===== config.mk =====
export PLATFORM = sky130hd
export DESIGN_NAME = i2c_regport_slave
export DESIGN_NICKNAME = d
export VERILOG_FILES = /design/src/rtl/i2c_regport_pkg.sv /design/src/rtl/i2c_line_filter.sv /design/src/rtl/i2c_cond_detect.sv /design/src/rtl/i2c_byte_engine.sv /design/src/rtl/i2c_regport_slave.sv
export SDC_FILE = /design/constraint.sdc
export NUM_CORES = 1
export LEC_CHECK = 0
export ABC_AREA = 1
export ABC_CLOCK_PERIOD_IN_PS = 2700
export BUFFER_PORTS_ARGS = -buffer_cell sky130_fd_sc_hd__buf_2
export CAP_MARGIN = 20
export CORE_UTILIZATION = 55
export CTS_CLUSTER_DIAMETER = 30
export CTS_CLUSTER_SIZE = 30
export DETAILED_ROUTE_END_ITERATION = 6
export PLACE_DENSITY = 0.75
export SYNTH_ARGS = -nofsm -noshare
export SYNTH_HDL_FRONTEND = slang
export SYNTH_HIERARCHICAL = 1
export SYNTH_SLANG_ARGS = --single-unit

===== constraint.sdc =====
create_clock -name clk -period 2.7 [get_ports clk]
set_clock_uncertainty 0.2 [all_clocks]
set_input_delay 0.54 -clock clk [delete_from_list [all_inputs] [get_ports clk]]
set_output_delay 0.54 -clock clk [all_outputs]
set_load 0.01 [all_outputs]

===== src/rtl/i2c_regport_pkg.sv =====
package i2c_regport_pkg;
   localparam int BYTE_W = 8;
   localparam int CNT_W  = $clog2(BYTE_W + 1);

   typedef enum logic [2:0] {
      ST_IDLE,
      ST_ADDR,
      ST_ADDR_ACK,
      ST_WR,
      ST_WR_ACK,
      ST_RD,
      ST_RD_ACK,
      ST_SKIP
   } bus_state_e;
endpackage


===== src/rtl/i2c_line_filter.sv =====
module i2c_line_filter #(
   parameter int SYNC_STAGES = 2,
   parameter int FILT_LEN    = 3
) (
   input  logic clk,
   input  logic rst_n,
   input  logic line_i,
   output logic line_o
);
   if (SYNC_STAGES < 2) begin : g_bad_sync
      $error("SYNC_STAGES must be at least 2");
   end
   if (FILT_LEN < 1) begin : g_bad_filt
      $error("FILT_LEN must be at least 1");
   end

   logic [SYNC_STAGES-1:0] sync_q;

   always_ff @(posedge clk or negedge rst_n) begin
      if (!rst_n) sync_q <= '1;
      else        sync_q <= {sync_q[SYNC_STAGES-2:0], line_i};
   end

   if (FILT_LEN == 1) begin : g_nofilt
      assign line_o = sync_q[SYNC_STAGES-1];
   end else begin : g_filt
      logic [FILT_LEN-1:0] win_q;
      logic                lvl_q;
      always_ff @(posedge clk or negedge rst_n) begin
         if (!rst_n) begin
            win_q <= '1;
            lvl_q <= 1'b1;
         end else begin
            win_q <= {win_q[FILT_LEN-2:0], sync_q[SYNC_STAGES-1]};
            if (&win_q)       lvl_q <= 1'b1;
            else if (~|win_q) lvl_q <= 1'b0;
         end
      end
      assign line_o = lvl_q;
   end
endmodule


===== src/rtl/i2c_cond_detect.sv =====
module i2c_cond_detect (
   input  logic clk,
   input  logic rst_n,
   input  logic scl_lvl,
   input  logic sda_lvl,
   output logic scl_rise,
   output logic scl_fall,
   output logic start_det,
   output logic stop_det
);
   logic scl_q, sda_q;

   always_ff @(posedge clk or negedge rst_n) begin
      if (!rst_n) begin
         scl_q <= 1'b1;
         sda_q <= 1'b1;
      end else begin
         scl_q <= scl_lvl;
         sda_q <= sda_lvl;
      end
   end

   assign scl_rise  = scl_lvl & ~scl_q;
   assign scl_fall  = ~scl_lvl & scl_q;
   assign start_det = scl_lvl & scl_q & sda_q & ~sda_lvl;
   assign stop_det  = scl_lvl & scl_q & ~sda_q & sda_lvl;
endmodule


===== src/rtl/i2c_byte_engine.sv =====
module i2c_byte_engine
   import i2c_regport_pkg::*;
#(
   parameter logic [6:0] SLAVE_ADDR = 7'h41,
   parameter int         PTR_W      = 2
) (
   input  logic              clk,
   input  logic              rst_n,
   input  logic              scl_lvl,
   input  logic              sda_lvl,
   input  logic              scl_rise,
   input  logic              scl_fall,
   input  logic              start_det,
   input  logic              stop_det,
   input  logic [BYTE_W-1:0] rd_data,
   output logic              sda_oe,
   output logic [PTR_W-1:0]  ptr,
   output logic              wr_en,
   output logic [PTR_W-1:0]  wr_sel,
   output logic [BYTE_W-1:0] wr_data
);
   if (PTR_W < 1 || PTR_W > BYTE_W) begin : g_bad_ptr
      $error("PTR_W must lie in 1..8");
   end

   localparam logic [CNT_W-1:0] LAST_BIT = CNT_W'(BYTE_W);

   bus_state_e        state;
   logic [CNT_W-1:0]  bitcnt;
   logic [BYTE_W-1:0] rx_sh, tx_sh;
   logic              is_read, cmd_next, mack;

   always_ff @(posedge clk or negedge rst_n) begin
      if (!rst_n) begin
         state    <= ST_IDLE;
         bitcnt   <= '0;
         rx_sh    <= '0;
         tx_sh    <= '0;
         is_read  <= 1'b0;
         cmd_next <= 1'b0;
         mack     <= 1'b0;
         sda_oe   <= 1'b0;
         ptr      <= '0;
         wr_en    <= 1'b0;
         wr_sel   <= '0;
         wr_data  <= '0;
      end else begin
         wr_en <= 1'b0;
         if (start_det) begin
            state  <= ST_ADDR;
            bitcnt <= '0;
            sda_oe <= 1'b0;
         end else if (stop_det) begin
            state  <= ST_IDLE;
            sda_oe <= 1'b0;
         end else begin
            unique case (state)
               ST_ADDR, ST_WR: begin
                  if (scl_rise) begin
                     rx_sh  <= {rx_sh[BYTE_W-2:0], sda_lvl};
                     bitcnt <= bitcnt + 1'b1;
                  end else if (scl_fall && bitcnt == LAST_BIT) begin
                     if (state == ST_ADDR) begin
                        if (rx_sh[BYTE_W-1:1] == SLAVE_ADDR) begin
                           state   <= ST_ADDR_ACK;
                           is_read <= rx_sh[0];
                           sda_oe  <= 1'b1;
                        end else begin
                           state <= ST_SKIP;
                        end
                     end else begin
                        if (cmd_next) begin
                           ptr      <= rx_sh[PTR_W-1:0];
                           cmd_next <= 1'b0;
                        end else begin
                           wr_en   <= 1'b1;
                           wr_sel  <= ptr;
                           wr_data <= rx_sh;
                        end
                        state  <= ST_WR_ACK;
                        sda_oe <= 1'b1;
                     end
                  end
               end
               ST_ADDR_ACK: begin
                  if (scl_rise) tx_sh <= rd_data;
                  else if (scl_fall) begin
                     bitcnt <= '0;
                     if (is_read) begin
                        state  <= ST_RD;
                        sda_oe <= ~tx_sh[BYTE_W-1];
                     end else begin
                        state    <= ST_WR;
                        cmd_next <= 1'b1;
                        sda_oe   <= 1'b0;
                     end
                  end
               end
               ST_WR_ACK: begin
                  if (scl_fall) begin
                     state  <= ST_WR;
                     bitcnt <= '0;
                     sda_oe <= 1'b0;
                  end
               end
               ST_RD: begin
                  if (scl_rise) bitcnt <= bitcnt + 1'b1;
                  else if (scl_fall) begin
                     if (bitcnt == LAST_BIT) begin
                        state  <= ST_RD_ACK;
                        sda_oe <= 1'b0;
                     end else begin
                        tx_sh  <= {tx_sh[BYTE_W-2:0], 1'b0};
                        sda_oe <= ~tx_sh[BYTE_W-2];
                     end
                  end
               end
               ST_RD_ACK: begin
                  if (scl_rise) begin
                     mack  <= ~sda_lvl;
                     tx_sh <= rd_data;
                  end else if (scl_fall) begin
                     if (mack) begin
                        state  <= ST_RD;
                        bitcnt <= '0;
                        sda_oe <= ~tx_sh[BYTE_W-1];
                     end else begin
                        state <= ST_SKIP;
                     end
                  end
               end
               default: ;
            endcase
         end
      end
   end


   addr_ack_match_chk: assert property (@(posedge clk) disable iff (!rst_n)
      (state == ST_ADDR_ACK) |-> (rx_sh[BYTE_W-1:1] == SLAVE_ADDR));

   skip_released_chk: assert property (@(posedge clk) disable iff (!rst_n)
      (state == ST_SKIP) |-> !sda_oe);

   wr_pulse_single_chk: assert property (@(posedge clk) disable iff (!rst_n)
      wr_en |=> !wr_en);

   wr_only_at_ack_chk: assert property (@(posedge clk) disable iff (!rst_n)
      wr_en |-> (state == ST_WR_ACK));

   sda_steady_high_chk: assert property (@(posedge clk) disable iff (!rst_n)
      (scl_lvl && $past(scl_lvl)) |-> $stable(sda_oe));
endmodule


===== src/rtl/i2c_regport_slave.sv =====
module i2c_regport_slave #(
   parameter logic [6:0] SLAVE_ADDR  = 7'h41,
   parameter int         SYNC_STAGES = 2,
   parameter int         FILT_LEN    = 3,
   parameter int         PTR_W       = 2
) (
   input  logic             clk,
   input  logic             rst_n,
   input  logic             scl_i,
   input  logic             sda_i,
   output logic             sda_oe,
   output logic [PTR_W-1:0] reg_ptr,
   input  logic [7:0]       reg_rd_data,
   output logic             reg_wr_en,
   output logic [PTR_W-1:0] reg_wr_sel,
   output logic [7:0]       reg_wr_data
);
   localparam int N_LINES = 2;

   logic [N_LINES-1:0] raw_lines, clean_lines;
   logic scl_rise, scl_fall, start_det, stop_det;

   assign raw_lines = {scl_i, sda_i};

   for (genvar g = 0; g < N_LINES; g++) begin : g_line
      i2c_line_filter #(.SYNC_STAGES(SYNC_STAGES), .FILT_LEN(FILT_LEN)) u_filt (
         .clk    (clk),
         .rst_n  (rst_n),
         .line_i (raw_lines[g]),
         .line_o (clean_lines[g])
      );
   end

   i2c_cond_detect u_cond (
      .clk       (clk),
      .rst_n     (rst_n),
      .scl_lvl   (clean_lines[1]),
      .sda_lvl   (clean_lines[0]),
      .scl_rise  (scl_rise),
      .scl_fall  (scl_fall),
      .start_det (start_det),
      .stop_det  (stop_det)
   );

   i2c_byte_engine #(.SLAVE_ADDR(SLAVE_ADDR), .PTR_W(PTR_W)) u_eng (
      .clk       (clk),
      .rst_n     (rst_n),
      .scl_lvl   (clean_lines[1]),
      .sda_lvl   (clean_lines[0]),
      .scl_rise  (scl_rise),
      .scl_fall  (scl_fall),
      .start_det (start_det),
      .stop_det  (stop_det),
      .rd_data   (reg_rd_data),
      .sda_oe    (sda_oe),
      .ptr       (reg_ptr),
      .wr_en     (reg_wr_en),
      .wr_sel    (reg_wr_sel),
      .wr_data   (reg_wr_data)
   );
endmodule


==> metrics.cfg, run 1 <==
[synthesis]
synth.most_common_cell=nand2_1
synth_area_per_cell_um2=8.303
ys_seq_area_share_pct=53.52
yosys_warnings=6
synth-seq-cells=54
yosysUniqueCellTypes=28
synthTopCellsByArea=dfrtp_1, dfstp_2, nand2_1
async_flop_share_pct=100.0
yosys.area.top_type=dfrtp_1
syn_inst=308
syn_area_um2=2557
synth_common_cells=nand2_1, inv_1, dfrtp_1
synth_edf_count=0
synthFlopType=dfrtp_1
syn_nets=322
synth_top_area_share_pct=39.14

[timing]
period_share_pct=80.78
finalSetupViolCount=0
fmax_mhz=458.5
rsz0062_at_grt=false
fin_tns_setup_ps=0
slew_viol_final=0
relSlewSlack_pct=67.84
hold_slack_ps=-4.472
min_period_ps=2181
hold_viol_final=4
tightest_slew_ps=481.9

[grt]
grt_overflow_total=0
grt_max_degree=55
grt_use_met3_pct=4.329
grt_util_all_layers_pct=20.81
grt_pass1_vias=1841
busiest_layer=met2
use_met2_pct=33.23
use_met1_pct=27.84
grt_pass1_wl_um=8024
antenna_found_initial=0

[routing]
drc_errors=0
drtIter0Drc=166
drt-vias-per-instance=5.093
drt_pass1_iterations=4
wl_per_cell_um=11.83
routed-via-count=1981
drt-total-wl_um=4601
ant_nets=0

[finish]
register_area_um2=1369
finish.net_count=350
fill_cells=346
area_growth_syn_to_layout_pct=11.01
finalInstanceArea_um2=2839
diodes=0
multiInputGateArea_um2=962.2
drive_gt1_share_pct=20.18
fin_cells=389

[outcome]
status=finished, violations left
violations=negative hold slack

[floorplan]
die-area_um2=4927
ioPinCount=26
coreArea_um2=4414
die_w_um=70.19
start_util_pct=57.94
num_rows=24
fp.dieH_um=70.19

[clock_tree]
cts_setup_buffers=0
cts_buffers=5
cts_tree=built
clock_latency_ps=300
cts_buffer_depth=2
cts_num_sinks=54
htreeDepth=2
cts_resized=0
root_buffer=clkbuf_8
cts.clk_slew.worst_paths_ps=90
holdBufCountCts=0

[setup_path]
worstSetupPathType=reg2reg
slowest_delay_ps=590
crit_chain=inv_1 -> nand2_1 -> nor2_1 -> nor2_4 -> inv_2 -> nor3_4 -> nand3_4 -> inv_1 -> nand2_1 -> nand2_1
cp-start-kind=register
worstPathRequired_ps=2750
crit_slowest_cell=dfstp_2
crit_path_frequent_cell=nand2_1
cp.arrival_ps=2230
critPathCaptureType=register
path_max_fanout=19

[power]
power_mw=2.409
p_leak_nw=1.508
pwr_density_cell_nw_per_um2=848.5
irDropWorstVdd_mv=0.3888

[placement]
finalWeightedCongestion=0.9660
dp.final_hpwl_um=3267
dpl.cell_count=381
portBuffers=25
place_area_um2=2729

[min_path]
hp-class=in2async

[job]
max-cap-violations=0

==> registers in the layout (all words and copies together) (netlist names) <==
name	cells
g_line.u_filt/g_filt.win_q	6
g_line.u_filt/line_o	2
g_line.u_filt/sync_q	4
u_cond/scl_q	1
u_cond/sda_q	1
u_eng/bitcnt	4
u_eng/cmd_next	1
u_eng/is_read	1
u_eng/mack	1
u_eng/ptr	2
u_eng/rx_sh	8
u_eng/sda_oe	1
u_eng/state	3
u_eng/tx_sh	8
u_eng/wr_data	8
u_eng/wr_en	1
u_eng/wr_sel	2
==> final timing paths <==
kind | startpoint | end | slack, ps | cells after the start
hold / removal | rst_n | u_eng/bitcnt[2] | -4 | 2
hold reg to reg | g_line[1].u_filt/sync_q[0] | g_line[1].u_filt/sync_q[1] | 160 | 0
setup reg to reg | g_line[0].u_filt/line_o | u_eng/wr_sel[0] | 520 | 10
min in group clk | sda_i | g_line[0].u_filt/sync_q[0] | 130 | 1
max in group asynchronous | rst_n | g_line[1].u_filt/g_filt.win_q[2] | 2000 | 2
setup / recovery | g_line[0].u_filt/line_o | u_eng/wr_sel[0] | 520 | 10
==> stage by stage <==
stage | worst slack (ps) | util (%)
6_report | 518.9 | 64.31
5_1_grt | 382.9 | 64.31
4_1_cts | 519.3 | 64.31
3_5_place_dp | 534.9 | 61.82
3_3_place_gp | 608.3 | 61.82
2_1_floorplan | 784.0 | -
==> cell families after synthesis <==
group           share of synthesized area, %
compound gates                         10.62
simple gates                           25.34
xor+xnor                              0.6851
flops                                  53.52
buf+inv                                8.855
fa+ha+maj                             0.9783
==> power by group <==
group | switching [mW] | internal (mW) | leakage, nW
Combinational | 0.544 | 0.249 | 0.773
Sequential | 0.112 | 0.969 | 0.683
Clock | 0.257 | 0.277 | 0.0514
==> per-layer routing <==
metal	routed length [µm]	vias up	share of wire, %
met5	0	-	0
met4	55	0	1.2
met1	2201	921	48
met2	2160	41	47
met3	184	6	4.0
li1	-	1013	-
==> cell type report <==
type	count	share of cell area (%)
Tap cell	52	2.292
Clock inverter	2	1.322
Sequential cell	54	48.22
Inverter	50	6.611
Multi-Input combinational cell	199	33.89
Clock buffer	6	2.556
Timing Repair Buffer	26	5.112
==> worst max-delay path: cells and delay by family (launching register included) <==
family / cells / cell delay (ps)
buffers and inverters: 3 / 320
flip-flops: 1 / 590
AND/OR/NAND/NOR: 7 / 1010
==> placed cells by master (no fill, tap or decap), drive strengths merged <==
cell | netlist | routed
nand2 | 97 | 97
inv | 50 | 50
dfrtp | 40 | 40
o21ai | 39 | 39
buf | 4 | 26
nor2 | 25 | 25
nand3 | 18 | 18
dfstp | 14 | 14
clkbuf | 1 | 6
a21oi | 5 | 5
nand4 | 4 | 4
nor3 | 3 | 3
o211ai | 2 | 2
ha | 2 | 2
clkinvlp | 0 | 1
bufinv | 0 | 1
xor2 | 1 | 1
nor4 | 1 | 1
a31oi | 1 | 1
xnor2 | 1 | 1
Note: power is estimated with default switching activity, not from simulation.
==> inputs of run 2 (changes only) <==
--- a/config.mk
+++ b/config.mk
@@ -6,7 +6,7 @@
 export NUM_CORES = 1
 export LEC_CHECK = 0
 export ABC_AREA = 1
-export ABC_CLOCK_PERIOD_IN_PS = 2700
+export ABC_CLOCK_PERIOD_IN_PS = 2250
 export BUFFER_PORTS_ARGS = -buffer_cell sky130_fd_sc_hd__buf_2
 export CAP_MARGIN = 20
 export CORE_UTILIZATION = 55
==> constraint.sdc (replaced) <==
create_clock -name clk -period 2.25 [get_ports clk]
set_clock_uncertainty 0.2 [all_clocks]
set_input_delay 0.45 -clock clk [delete_from_list [all_inputs] [get_ports clk]]
set_output_delay 0.45 -clock clk [all_outputs]
set_load 0.01 [all_outputs]
==> metrics.cfg, run 2 (synthesis results as in run 1) <==
[outcome]
status=finished clean

[finish]
diodes=0
final_common_cell=nand2_1
top_regs=u_eng/rx_sh (8), u_eng/tx_sh (8), u_eng/wr_data (8)
area_growth_syn_to_layout_pct=14.68
finish.net_count=359
drive_gt1_share_pct=22.54
final_cell_mix=nand2_1, inv_1, dfrtp_1, o21ai_0, buf_2

[grt]
grt_overflow_total=0
grt_util_all_layers_pct=20.36
grt_max_degree=55
antenna_found_initial=0
grt_pass1_vias=1949
grt_pass1_wl_um=8073

[power]
p_int_mw=1.849
pwr_density_cell_nw_per_um2=1003
p_comb_share_pct=33.7
clkPwrFrac_pct=22.4
p_switching_mw=1.092
seq_power_share_pct=44.0
power_mw=2.941
irDropWorstVdd_mv=0.4578
p_leak_nw=1.551
swShare_pct=37.14

[routing]
ant_nets=0
drt_pass1_iterations=4
drtIter0Drc=145
drc_errors=0
routed-via-count=2033
wl_per_cell_um=11.69
drt-vias-per-instance=5.108
drt-total-wl_um=4651

[setup_path]
critPathCaptureType=register
critPathTopFamily=simple AND/OR/NAND/NOR gates
slowest_delay_ps=580
worstSetupPathType=reg2reg
r2r_end=u_eng/wr_data[7]
path_max_fanout=9
cp.arrival_ps=2120
reg2regPathDepth=9
crit_chain=inv_1 -> nand2_1 -> nor2_2 -> nor2_4 -> inv_2 -> nor3_4 -> nand3_4 -> buf_4 -> o21ai_2
cp-start-kind=register
path_buf_inv=3
r2r-start=g_line[0].u_filt/line_o
crit_slowest_cell=dfstp_2
worstPathRequired_ps=2280
r2r_slack_ps=160

[floorplan]
die_w_um=70.19
num_rows=24
ioPinCount=26
fp.dieH_um=70.19
die-area_um2=4927
coreArea_um2=4414
start_util_pct=57.94

[placement]
portBuffers=25
finalWeightedCongestion=0.8790
dp.final_hpwl_um=3175

[min_path]
hold_path_depth=1
min_to=g_line[1].u_filt/sync_q[0]
hold_start=scl_i
hp-class=in2reg

[timing]
min_period_ps=2088
hold_viol_final=0
tightest_slew_ps=362.5
fmax_mhz=478.9
hold_slack_ps=43.01
fin_tns_setup_ps=0
relSlewSlack_pct=75.67
slew_viol_final=0
finalSetupViolCount=0
period_share_pct=92.80

[job]
max-cap-violations=0

[clock_tree]
htreeDepth=2
cts_buffer_depth=2
cts.clk_slew.worst_paths_ps=90
clock_latency_ps=300
root_buffer=clkbuf_8
cts_tree=built
cts_num_sinks=54
cts_buffers=5

-- run 2: cell types whose count changed in the layout (fill, tap and decap cells not counted), sizes merged --
cell,change
buf,+7
clkbuf,+1
clkinvlp,-1
dlygate4sd3,+1
nand3,+1
-- run 2: through the flow --
stage | cell area [µm²] | setup WS [ps] | instances | util (%)
2_1_floorplan | 2557 | 334.0 | 308 | -
3_3_place_gp | 2744 | 211.3 | 383 | 62.16
3_5_place_dp | 2744 | 119.7 | 383 | 62.16
4_1_cts | 2870 | 94.89 | 392 | 65.02
5_1_grt | 2933 | -17.62 | 398 | 66.44
6_report | 2933 | 162.0 | 398 | 66.44
-- run 2: worst max path at each step --
stage | end | startpoint | slack (ps) | depth (start not counted)
final | u_eng/wr_data[7] | g_line[0].u_filt/line_o | 160 | 9
after global routing | u_eng/wr_data[1] | g_line[0].u_filt/line_o | -20 | 9
after global placement | u_eng/state[2] | g_line[0].u_filt/line_o | 210 | 11
after detailed placement | u_eng/wr_sel[1] | g_line[0].u_filt/line_o | 120 | 10
after CTS | u_eng/wr_sel[1] | g_line[0].u_filt/line_o | 90 | 10
after floorplan | u_eng/wr_sel[0] | g_line[0].u_filt/line_o | 330 | 10
-- run 2: power by group through the flow --
stage | sequential [mW] | clock (mW) | combinational [mW]
3_3_place_gp | 1.30 | 0 | 0.951
2_1_floorplan | 1.27 | 0 | 0.789
6_report | 1.29 | 0.657 | 0.990
3_5_place_dp | 1.31 | 0 | 0.961
4_1_cts | 1.30 | 0.683 | 0.965
5_1_grt | 1.32 | 0.704 | 1.15
-- run 2: cell type report --
cell class / instances / area, µm²
clock buffer: 7 / 86.33
clock inverter: 1 / 30.03
fill: 392 / 1481
inverter: 50 / 187.7
multi-input combinational: 200 / 987.2
sequential: 54 / 1369
tap: 52 / 65.06
timing repair buffer: 34 / 207.7
-- run 2: repair_timing --
item,in CTS,in global routing
gates resized for setup,0,3
endpoints found under the setup margin,0,13
hold buffers,1,0
endpoints found under the hold margin,40,0
setup buffers,0,5
-- run 2: metal layers --
layer / up-vias / part of all wire [%] / routed length, µm / global-route usage [%]
met5: - / 0 / 0 / 0
met4: 0 / 1.4 / 63 / 6.889
met3: 7 / 4.1 / 191 / 4.618
met2: 46 / 48 / 2224 / 34.62
met1: 941 / 47 / 2171 / 25.68
li1: 1039 / - / - / -
==> inputs of run 3 (changes only) <==
--- a/config.mk
+++ b/config.mk
@@ -13,6 +13,7 @@
 export CTS_CLUSTER_DIAMETER = 30
 export CTS_CLUSTER_SIZE = 30
 export DETAILED_ROUTE_END_ITERATION = 6
+export MAX_ROUTING_LAYER = met4
 export PLACE_DENSITY = 0.75
 export SYNTH_ARGS = -nofsm -noshare
 export SYNTH_HDL_FRONTEND = slang
==> metrics.cfg, run 3 (synthesis results as in run 1) <==
[routing]
routed-via-count=2065
drtIter0Drc=120
ant_nets=0
drt-vias-per-instance=5.163
wl_per_cell_um=11.79
drt-total-wl_um=4714
drc_errors=0
drt_pass1_iterations=4

[power]
pwr_density_cell_nw_per_um2=973.4
p_leak_nw=1.548
irDropWorstVdd_mv=0.7012
power_mw=2.829

[min_path]
hp-class=in2reg

[floorplan]
num_rows=24
coreArea_um2=4414
start_util_pct=57.94
fp.dieH_um=70.19
ioPinCount=26
die_w_um=70.19
die-area_um2=4927

[clock_tree]
cts_tree=built
cts.clk_slew.worst_paths_ps=90
cts_buffers=5
cts_num_sinks=54
cts_buffer_depth=2
root_buffer=clkbuf_8
htreeDepth=2
clock_latency_ps=300

[finish]
final_cell_mix=nand2_1, inv_1, dfrtp_1, o21ai_0, buf_2
area_growth_syn_to_layout_pct=13.65
fin_cells=400
drive_gt1_share_pct=22.99
diodes=0
finalInstanceArea_um2=2907
fill_cells=365
top_regs=u_eng/rx_sh (8), u_eng/tx_sh (8), u_eng/wr_data (8)
finish.net_count=361
fin_util_pct=65.84
final_common_cell=nand2_1

[placement]
preCtsSetupSlack_ps=119.4
dp.final_hpwl_um=3447
portBuffers=25
dpl.cell_count=384
finalWeightedCongestion=0.8726
place_area_um2=2739

[timing]
min_period_ps=2071
hold_viol_final=0
tightest_slew_ps=426.4
fin_tns_setup_ps=0
fmax_mhz=482.9
layout_setup_ws_ps=179.0
rsz0062_at_grt=false
hold_slack_ps=39.59
slew_viol_final=0
relSlewSlack_pct=71.57
finalSetupViolCount=0
period_share_pct=92.04

[setup_path]
worstSetupPathType=reg2reg
worstPathRequired_ps=2240
path_max_fanout=12
cp-start-kind=register
critPathCaptureType=register
cp.arrival_ps=2060

[grt]
grt_pass1_vias=1860
grt_pass1_wl_um=8038
grt_max_degree=20
grt_overflow_total=0
grt_util_all_layers_pct=21.08
antenna_found_initial=0

[job]
max-cap-violations=0

[outcome]
status=finished clean

==> run 3: final timing paths <==
kind	to	start	slack, ps	cells after the start
setup reg to reg	u_eng/wr_data[4]	u_eng/bitcnt[0]	180	10
min in group asynchronous	u_eng/sda_oe	rst_n	410	2
setup / recovery	u_eng/wr_data[4]	u_eng/bitcnt[0]	180	10
hold / removal	g_line[1].u_filt/sync_q[0]	scl_i	40	1
hold reg to reg	g_line[0].u_filt/g_filt.win_q[0]	g_line[0].u_filt/sync_q[1]	160	0
max in group asynchronous	g_line[0].u_filt/sync_q[1]	rst_n	790	3
==> run 3: power breakdown <==
part	leakage (nW)	total [mW]	internal, mW	switching [mW]
logic	0.818	0.977	0.316	0.661
clock network	0.0472	0.552	0.248	0.304
registers	0.683	1.30	1.16	0.137
total	1.55	2.83	1.73	1.10
==> run 3: critical path: stages (launching register included) <==
cell and delay, ps:
dfrtp_1 420, inv_1 90, ha_1 150, nand2_1 50
nor2_1 250, nand2_1 170, inv_1 150, nand3_4 160
buf_4 190, nand2_1 60, o21ai_2 50
==> run 3: timing repair <==
item,CTS,global route
hold endpoints to repair,16,0
buffers inserted,0,7
endpoints found under the setup margin,0,12
hold buffers,1,0
gates resized for setup,0,2
==> run 3: layout make-up <==
type / instances / area (µm²) / area share [%]
Clock buffer: 6 / 82.58 / 2.841
Clock inverter: 2 / 12.51 / 0.4305
Inverter: 50 / 187.7 / 6.457
Multi-Input combinational cell: 199 / 972.2 / 33.45
Sequential cell: 54 / 1369 / 47.09
Tap cell: 52 / 65.06 / 2.238
Timing Repair Buffer: 37 / 217.7 / 7.490
==> run 3: metal layers <==
layer  vias to the layer above  GRT usage [%]  part of all wire [%]  routed length, µm
met1                       971          27.92                    47               2208
met2                        54          33.97                    47               2239
met5                         -              -                     0                  0
met3                         5          4.185                   4.8                228
li1                       1035              -                     -                  -
met4                         0          4.667                  0.81                 38
